`config.mk`:
```
export PLATFORM = sky130hd
export DESIGN_NAME = sync_window_gen
export DESIGN_NICKNAME = d
export VERILOG_FILES = /design/src/rtl/swg_pkg.sv /design/src/rtl/swg_ref_track.sv /design/src/rtl/swg_window.sv /design/src/rtl/sync_window_gen.sv
export SDC_FILE = /design/constraint.sdc
export NUM_CORES = 1
export LEC_CHECK = 0
export BUFFER_PORTS_ARGS = -buffer_cell sky130_fd_sc_hd__buf_2
export CORE_UTILIZATION = 45
export DETAILED_ROUTE_END_ITERATION = 8
export PLACE_DENSITY_LB_ADDON = 0.3
export SETUP_SLACK_MARGIN = 0.3
export SLEW_MARGIN = 30
export SYNTH_ARGS = -nofsm -noshare
export SYNTH_HDL_FRONTEND = slang
export SYNTH_HIERARCHICAL = 1
export SYNTH_SLANG_ARGS = --single-unit
```
`constraint.sdc`:
```
create_clock -name clk -period 3.6 [get_ports clk]
set_input_delay 0.54 -clock clk [delete_from_list [all_inputs] [get_ports clk]]
set_output_delay 0.54 -clock clk [all_outputs]
set_load 0.005 [all_outputs]
```
`src/rtl/swg_pkg.sv`:
```
package swg_pkg;

    typedef enum logic [1:0] {
        TRK_SEEK = 2'd0,
        TRK_LOCK = 2'd1,
        TRK_LOST = 2'd2
    } trk_state_e;

endpackage

```
`src/rtl/swg_ref_track.sv`:
```
module swg_ref_track
    import swg_pkg::*;
#(
    parameter int W = 12
) (
    input  logic         clk,
    input  logic         rst_n,
    input  logic         ref_a,
    input  logic         ref_b,
    input  logic         sel,
    input  logic         fall,
    input  logic         adv,
    output logic [W-1:0] cnt_o,
    output logic         load_o,
    output logic         locked_o
);

    localparam logic [W-1:0] CMAX = '1;
    localparam int SYNC_D = 3;

    logic              lvl;
    logic [SYNC_D-1:0] sh_q;
    logic              edge_det;
    logic              edge_q;
    logic [W-1:0]      cnt_q;
    logic [W-1:0]      cnt_nxt;
    trk_state_e        st_q;
    trk_state_e        st_nxt;

    // source select and polarity before the synchroniser
    assign lvl = (sel ? ref_b : ref_a) ^ fall;

    always_ff @(posedge clk or negedge rst_n) begin
        if (!rst_n) begin
            sh_q   <= '0;
            edge_q <= 1'b0;
        end else begin
            sh_q   <= {sh_q[SYNC_D-2:0], lvl};
            edge_q <= edge_det;
        end
    end

    assign edge_det = sh_q[1] & ~sh_q[2];

    always_comb begin
        if (edge_q) begin
            cnt_nxt = '0;
        end else if (adv && (cnt_q != CMAX)) begin
            cnt_nxt = cnt_q + 1'b1;
        end else begin
            cnt_nxt = cnt_q;
        end
    end

    always_ff @(posedge clk or negedge rst_n) begin
        if (!rst_n) begin
            cnt_q <= CMAX;
        end else begin
            cnt_q <= cnt_nxt;
        end
    end

    // state register
    always_ff @(posedge clk or negedge rst_n) begin
        if (!rst_n) begin
            st_q <= TRK_SEEK;
        end else begin
            st_q <= st_nxt;
        end
    end

    // next state
    always_comb begin
        st_nxt = st_q;
        unique case (st_q)
            TRK_SEEK: begin
                if (edge_q) st_nxt = TRK_LOCK;
            end
            TRK_LOCK: begin
                if (!edge_q && (cnt_nxt == CMAX)) st_nxt = TRK_LOST;
            end
            TRK_LOST: begin
                if (edge_q) st_nxt = TRK_LOCK;
            end
            default: st_nxt = TRK_SEEK;
        endcase
    end

    assign cnt_o    = cnt_q;
    assign load_o   = edge_q;
    assign locked_o = (st_q == TRK_LOCK);


    lock_not_sat_chk: assert property (@(posedge clk) disable iff (!rst_n)
        (st_q == TRK_LOCK) |-> (cnt_q != CMAX));


    sat_hold_chk: assert property (@(posedge clk) disable iff (!rst_n)
        ((cnt_q == CMAX) && !edge_q) |=> (cnt_q == CMAX));


    restart_chk: assert property (@(posedge clk) disable iff (!rst_n)
        edge_q |=> ((cnt_q == '0) && (st_q == TRK_LOCK)));

endmodule

```
`src/rtl/swg_window.sv`:
```
module swg_window #(
    parameter int W = 12
) (
    input  logic         clk,
    input  logic         rst_n,
    input  logic         upd,
    input  logic [W-1:0] cnt,
    input  logic [W-1:0] set_v,
    input  logic [W-1:0] rst_v,
    output logic         win_o
);

    logic win_q;

    always_ff @(posedge clk or negedge rst_n) begin
        if (!rst_n) begin
            win_q <= 1'b0;
        end else if (upd) begin
            if (cnt == rst_v) begin
                win_q <= 1'b0;
            end else if (cnt == set_v) begin
                win_q <= 1'b1;
            end
        end
    end

    assign win_o = win_q;


    win_upd_chk: assert property (@(posedge clk) disable iff (!rst_n)
        !$stable(win_q) |-> $past(upd));


    win_rise_chk: assert property (@(posedge clk) disable iff (!rst_n)
        $rose(win_q) |-> ($past(cnt == set_v) && $past(cnt != rst_v)));


    win_fall_chk: assert property (@(posedge clk) disable iff (!rst_n)
        $fell(win_q) |-> $past(cnt == rst_v));

endmodule

```
`src/rtl/sync_window_gen.sv`:
```
module sync_window_gen #(
    parameter int HW        = 12,
    parameter int VW        = 11,
    parameter int HSYNC_LEN = 8,
    parameter int VSYNC_LEN = 2
) (
    input  logic          clk,
    input  logic          rst_n,
    input  logic          href0,
    input  logic          href1,
    input  logic          vref0,
    input  logic          vref1,
    input  logic [3:0]    ref_ctrl,
    input  logic [HW-1:0] clamp_set,
    input  logic [HW-1:0] clamp_rst,
    input  logic [HW-1:0] hen_set,
    input  logic [HW-1:0] hen_rst,
    input  logic [VW-1:0] ven_set,
    input  logic [VW-1:0] ven_rst,
    output logic          hsync_o,
    output logic          vsync_o,
    output logic          henab_o,
    output logic          venab_o,
    output logic          enab_o,
    output logic          clamp_o,
    output logic          ref_invalid_o
);

    localparam logic [HW-1:0] HS_LEN = HW'(HSYNC_LEN);
    localparam logic [VW-1:0] VS_LEN = VW'(VSYNC_LEN);

    logic [HW-1:0] hcnt;
    logic [VW-1:0] vcnt;
    logic          h_load;
    logic          v_load;
    logic          h_locked;
    logic          v_locked;
    logic          line_start;
    logic          clamp_w;
    logic          hen_w;
    logic          ven_w;
    logic          hs_q;
    logic          vs_q;
    logic          valid;

    swg_ref_track #(.W(HW)) u_htrk (
        .clk      (clk),
        .rst_n    (rst_n),
        .ref_a    (href0),
        .ref_b    (href1),
        .sel      (ref_ctrl[0]),
        .fall     (ref_ctrl[1]),
        .adv      (1'b1),
        .cnt_o    (hcnt),
        .load_o   (h_load),
        .locked_o (h_locked)
    );

    swg_ref_track #(.W(VW)) u_vtrk (
        .clk      (clk),
        .rst_n    (rst_n),
        .ref_a    (vref0),
        .ref_b    (vref1),
        .sel      (ref_ctrl[2]),
        .fall     (ref_ctrl[3]),
        .adv      (h_load),
        .cnt_o    (vcnt),
        .load_o   (v_load),
        .locked_o (v_locked)
    );

    assign line_start = (hcnt == '0);

    swg_window #(.W(HW)) u_clamp (
        .clk   (clk),
        .rst_n (rst_n),
        .upd   (1'b1),
        .cnt   (hcnt),
        .set_v (clamp_set),
        .rst_v (clamp_rst),
        .win_o (clamp_w)
    );

    swg_window #(.W(HW)) u_hen (
        .clk   (clk),
        .rst_n (rst_n),
        .upd   (1'b1),
        .cnt   (hcnt),
        .set_v (hen_set),
        .rst_v (hen_rst),
        .win_o (hen_w)
    );

    swg_window #(.W(VW)) u_ven (
        .clk   (clk),
        .rst_n (rst_n),
        .upd   (line_start),
        .cnt   (vcnt),
        .set_v (ven_set),
        .rst_v (ven_rst),
        .win_o (ven_w)
    );

    always_ff @(posedge clk or negedge rst_n) begin
        if (!rst_n) begin
            hs_q <= 1'b0;
            vs_q <= 1'b0;
        end else begin
            hs_q <= (hcnt < HS_LEN);
            vs_q <= (vcnt < VS_LEN);
        end
    end

    assign valid         = h_locked & v_locked;
    assign hsync_o       = hs_q & valid;
    assign vsync_o       = vs_q & valid;
    assign henab_o       = hen_w & valid;
    assign venab_o       = ven_w;
    assign enab_o        = hen_w & ven_w & valid;
    assign clamp_o       = clamp_w;
    assign ref_invalid_o = ~valid;


    vcnt_step_chk: assert property (@(posedge clk) disable iff (!rst_n)
        (!h_load && !v_load) |=> $stable(vcnt));

endmodule

```
==> results of run 1 <==
[cell families after synthesis]
| logic type | count (synthesis) |
|---|---|
| other | 1 |
| muxes | 8 |
| AOI/OAI and AO/OA | 36 |
| xor gates and xnor gates | 80 |
| and+or+nand+nor | 131 |
| adders and majority gates | 2 |
| DFF | 40 |
| buffers and inverters | 17 |
[sequential cells by signal, indices dropped and copies added (netlist names), 2 cells and up]
register / flops
u_htrk/cnt_o: 12
u_htrk/sh_q: 3
u_htrk/st_q: 2
u_vtrk/cnt_o: 11
u_vtrk/sh_q: 3
u_vtrk/st_q: 2
[layout make-up]
cell class / count / area, sq um
clock buffers: 7 / 96.34
multi-input cells: 266 / 1903
clock inverters: 1 / 30.03
fillers: 573 / 2764
repair buffers: 87 / 440.4
flip-flops and latches: 40 / 1030
well taps: 77 / 96.34
inverters: 7 / 26.28
[through the flow]
stage	setup WS (ns)	utilization
6_report	0.9384	0.5672
2_1_floorplan	1.144	-
3_3_place_gp	0.9847	0.5470
3_5_place_dp	0.9477	0.5470
4_1_cts	0.9291	0.5668
5_1_grt	0.7728	0.5672
[worst max-delay path by stage]
stage                                  to  cells past startpoint
6_report       u_vtrk/st_q[0]$_DFFE_PN0P_                      6
5_1_grt        u_vtrk/st_q[0]$_DFFE_PN0P_                      6
4_1_cts        u_vtrk/st_q[0]$_DFFE_PN0P_                      6
3_5_place_dp   u_htrk/st_q[1]$_DFFE_PN0P_                      6
3_3_place_gp   u_vtrk/st_q[0]$_DFFE_PN0P_                      6
2_1_floorplan  u_vtrk/st_q[0]$_DFFE_PN0P_                      7
[cells in the final DEF (no fill, tap or decap), types with 6 or more instances in the layout]
cell | netlist | layout
buf_2 | 1 | 85
xnor2_1 | 53 | 53
nor2_1 | 29 | 29
xor2_1 | 27 | 27
dfstp_2 | 23 | 23
dfrtp_1 | 17 | 17
nand4_1 | 14 | 14
nand2_1 | 12 | 12
nand3_1 | 12 | 12
a21oi_1 | 12 | 12
nor4_1 | 10 | 10
conb_1 | 1 | 9
nor3_1 | 9 | 9
clkbuf_8 | 0 | 7
and4_1 | 7 | 7
inv_1 | 7 | 7
or4_1 | 6 | 6
and3_1 | 6 | 6
mux2i_1 | 6 | 6
[per-layer routing]
layer | track usage | routed length, um | part of all wire
met1 | 0.3144 | 3431 | 0.47
met4 | 0.05085 | 65 | 0.0089
met3 | 0.04847 | 497 | 0.068
met5 | 0 | 0 | 0
met2 | 0.3472 | 3315 | 0.45
[report_power, final]
part / total, W / internal [W] / switching [W]
Combinational: 0.000416 / 0.000223 / 0.000194
Clock: 0.000400 / 0.000245 / 0.000155
Sequential: 0.000653 / 0.000530 / 0.000123
==> flow_summary.json, run 1 <==
{
  "io_pins": 87,
  "wirelength_um": 7310,
  "status": "finished clean",
  "cts.sinks": 40,
  "synth_fa_ha_area_frac": 0.008368,
  "num_vias": 2651,
  "hold_viol_final": 0,
  "clock-root-buffer": "clkbuf_8",
  "grt_pass1_wl_um": 12510,
  "worstReg2RegEnd": "u_vtrk/st_q[0]$_DFFE_PN0P_",
  "wl_per_cell_um": 15.07,
  "crit_fanout": 10,
  "startpoint_type": "flip-flop",
  "setup_tns_ns": 0,
  "fin_crit_sh": 0.7393,
  "fin_cells": 485,
  "grt_usage": 0.2217,
  "cp_top_family": "simple AND/OR/NAND/NOR gates",
  "drt_iter0_markers": 148,
  "timing.fmax_ghz": 0.3757,
  "htreeDepth": 2,
  "place.gp.congestion": 0.8735,
  "vias_per_cell": 5.466,
  "clk_pin_slew_ns": 0.08,
  "async_flop_share": 1.000,
  "dp_hpwl_um": 5490,
  "fin_crit_ns": 2.662,
  "worstSetupEndpointType": "flip-flop",
  "die_w_um": 83.52,
  "ys_seq_elements": 40,
  "dp.cells": 477,
  "p_leak_nw": 1.534,
  "die_h_um": 83.52,
  "powerDensity_nw_per_um2": 405.6,
  "drv_slew": 0,
  "postSynthCellCount": 315,
  "max-cap-violations": 0,
  "port_buffers": 86,
  "synthXorXnorAreaFrac": 0.2343,
  "drive_gt1_frac": 0.3358,
  "ys_top_cells_by_count": "xnor2_1, nor2_1, xor2_1, dfstp_2, dfrtp_1",
  "grt_max_degree": 41,
  "cts-buffers-inserted": 5,
  "crit_top_cell": "or4_1",
  "cp_data_arrival_time_ns": 2.85,
  "cpPeakStageDelay_ns": 0.65,
  "seq_area_frac_synth": 0.3444,
  "slew_headroom": 0.6171,
  "cp_slowest_cell": "dfstp_2",
  "total_power_w": 0.001469,
  "nNetsFinal": 489,
  "firstDrtPassIters": 4,
  "worst_r2r_path_depth": 6,
  "post-synth-top-area-fraction": 0.2021,
  "area.growth.synth_to_final_pct": 21.13,
  "yosysMostFrequentCell": "xnor2_1",
  "insertion_delay_ns": 0.29,
  "worst_slew_pin_slew_ns": 0.5700,
  "diodes": 0,
  "ys_top_cells_by_area": "dfstp_2, xnor2_1, dfrtp_1",
  "synthSimpleGateAreaFrac": 0.2720,
  "post-cts-setup-buffers": 0,
  "clockBufferDepth": 2,
  "yosysUniqueCellTypes": 54,
  "crit_buf_inv": 0,
  "crit_type": "flip-flop to flip-flop",
  "r2r_slack_ns": 0.94,
  "antenna_found_initial": 0,
  "grt-ovfl-total": 0,
  "ant_nets": 0,
  "min_path_type": "input port to asynchronous set/reset pin",
  "clock_skew_ns": 0.008069,
  "synth_top_family_by_area": "simple AND/OR/NAND/NOR gates",
  "core_region_area_sq_um": 6386,
  "die-area_sq_um": 6976,
  "start_util": 0.4683,
  "setup_viol": 0,
  "cp.required_ns": 3.79,
  "cts_tree": "yes",
  "row_count": 29,
  "syn_area_per_cell_sq_um": 9.493,
  "grt_pass1_vias": 2654,
  "synth_edf_count": 0,
  "synth_top_cell_by_area": "dfstp_2",
  "drc": 0,
  "irDropWorstVdd_mv": 0.2152,
  "crit_start": "u_vtrk/cnt_o[0]$_DFF_PN1_",
  "hold-worst-slack_ns": 0.2125,
  "yosys_warnings": 6,
  "synth_mux_area_frac": 0.02762,
  "rsz0062_at_grt": "false",
  "hold_buffers": 0,
  "synth_area_sq_um": 2990,
  "postLayoutCellArea_sq_um": 3622,
  "cp_cell_sequence": "ha_1 > and4_1 > nor2_1 > or4_1 > or4_1 > o21ba_1",
  "ys.flop_type": "dfstp_2",
  "worst_r2r_startpoint": "u_vtrk/cnt_o[0]$_DFF_PN1_",
  "placement.cell_area_sq_um": 3493,
  "synth-compound-area-share": 0.08285,
  "cts_resized": 0
}
(Power assumes the default switching activity.)
==> run 2, diff against run 1 <==
- clock period: 3.6 -> 2.8 ns (I/O delays scaled with it)
==> run 2 against run 1 <==
Hold slack got worse by 0.12 ns. Combinational power increased by 66%. Non-clock buffer count rose by 16. Sequential share of layout area shrank 0.73 points. Critical path type unchanged. Clock power down 8.0%. Largest power group unchanged. Die area did not move. Clock skew is 0.0020 ns higher. Critical endpoint unchanged.
==> flow_summary.json, run 2 (synthesis gave the netlist of run 1 again) <==
{
  "drive_gt1_frac": 0.3632,
  "min_path_type": "input port to asynchronous set/reset pin",
  "place.gp.congestion": 0.8726,
  "nNetsFinal": 505,
  "area.growth.synth_to_final_pct": 24.31,
  "largest_reg_flops": 12,
  "crit_top_cell": "or4_1",
  "fillers": 565,
  "clockBufferDepth": 2,
  "use_met2": 0.3711,
  "drc": 0,
  "mostFrequentLayoutCell": "buf_2",
  "clock-root-buffer": "clkbuf_8",
  "cts_tree": "yes",
  "core_region_area_sq_um": 6386,
  "top_usage_layer": "met2",
  "powerDensity_nw_per_um2": 495.9,
  "port_buffers": 86,
  "startpoint_type": "flip-flop",
  "wirelength_um": 7705,
  "dp_hpwl_um": 5599,
  "insertion_delay_ns": 0.29,
  "drv_slew": 0,
  "htreeDepth": 2,
  "clock_skew_ns": 0.01002,
  "fin_crit_sh": 0.8522,
  "wl_per_cell_um": 15.38,
  "grt_usage": 0.2295,
  "crit_buf_inv": 1,
  "cp_top_family": "simple AND/OR/NAND/NOR gates",
  "grt-ovfl-total": 0,
  "ant_nets": 0,
  "crit_fanout": 8,
  "cp_slowest_cell": "dfstp_2",
  "grt_max_degree": 41,
  "die_h_um": 83.52,
  "firstDrtPassIters": 5,
  "total_power_w": 0.001844,
  "setup_viol": 0,
  "irDropWorstVdd_mv": 0.3452,
  "grt_pass1_vias": 2739,
  "met1_usage": 0.3222,
  "cp.required_ns": 2.98,
  "grt_util_met3": 0.03956,
  "antenna_found_initial": 0,
  "diodes": 0,
  "cp_cell_sequence": "inv_1 > o311a_1 > or4_1 > or4_1 > o21ba_1",
  "setup_tns_ns": 0,
  "rsz0062_at_grt": "false",
  "io_pins": 87,
  "cts-buffers-inserted": 5,
  "cpPeakStageDelay_ns": 0.63,
  "cts.sinks": 40,
  "status": "finished clean",
  "timing.fmax_ghz": 0.4191,
  "clk_pin_slew_ns": 0.08,
  "cp_data_arrival_time_ns": 2.57,
  "vias_per_cell": 5.541,
  "start_util": 0.4683,
  "worstSetupEndpointType": "flip-flop",
  "worst_r2r_path_depth": 5,
  "hold-worst-slack_ns": 0.09639,
  "hold_viol_final": 0,
  "layout_common_cells": "buf_2, xnor2_1, nor2_1",
  "grt_pass1_wl_um": 13050,
  "die-area_sq_um": 6976,
  "max-cap-violations": 0,
  "fin_crit_ns": 2.386,
  "crit_type": "flip-flop to flip-flop",
  "drt_iter0_markers": 197,
  "cp_num_cells": 5,
  "num_vias": 2776,
  "row_count": 29,
  "p_leak_nw": 1.596,
  "die_w_um": 83.52
}
## run 2: worst paths after layout
path                       slack [ns]                      start                         end
max in group asynchronous        2.33                      rst_n   u_vtrk/cnt_o[9]$_DFF_PN1_
max reg2reg                      0.41  u_vtrk/cnt_o[8]$_DFF_PN1_  u_vtrk/st_q[0]$_DFFE_PN0P_
min reg2reg                      0.35   u_htrk/sh_q[0]$_DFF_PN0_    u_htrk/sh_q[1]$_DFF_PN0_
min                               0.1                      rst_n              hs_q$_DFF_PN0_
min in group clk                 0.31                ref_ctrl[1]    u_htrk/sh_q[0]$_DFF_PN0_
max                              0.41  u_vtrk/cnt_o[8]$_DFF_PN1_  u_vtrk/st_q[0]$_DFFE_PN0P_
## run 2: area by class of cell
type,count,area (sq um),area share
flip-flops and latches,40,1030,0.2770
clock buffers,7,76.32,0.02053
clock inverters,1,5.005,0.001346
inverters,7,26.28,0.007068
multi-input cells,266,1923,0.5173
repair buffers,103,560.5,0.1508
well taps,77,96.34,0.02592
## run 2: layer usage
metal / part of all wire / up-vias
met5: 0 / -
met3: 0.056 / 9
met1: 0.46 / 1318
met2: 0.47 / 100
met4: 0.010 / 0
li1: - / 1349
## run 2: timing repair
item / 4_1_cts / 5_1_grt
hold buffers: 0 / 0
endpoints found under the setup margin: 2 / 3
gates resized for setup: 2 / 3
gates cloned: 0 / 0
buffers inserted: 6 / 6
pin swaps: 0 / 1
## run 2: power breakdown
part	switching [W]	internal, W	total [W]
clock network	0.000193	0.000175	0.000368
registers	0.000103	0.000680	0.000783
logic	0.000344	0.000349	0.000692
## run 2: stage by stage
stage	instance area [sq um]	cells	utilization	setup slack, ns
CTS	3654	495	0.5721	0.3100
detailed placement	3523	481	0.5517	0.1545
finish	3717	501	0.5821	0.4140
global placement	3523	481	0.5517	0.1944
floorplan	3020	323	-	0.3440
global route	3717	501	0.5821	0.3138
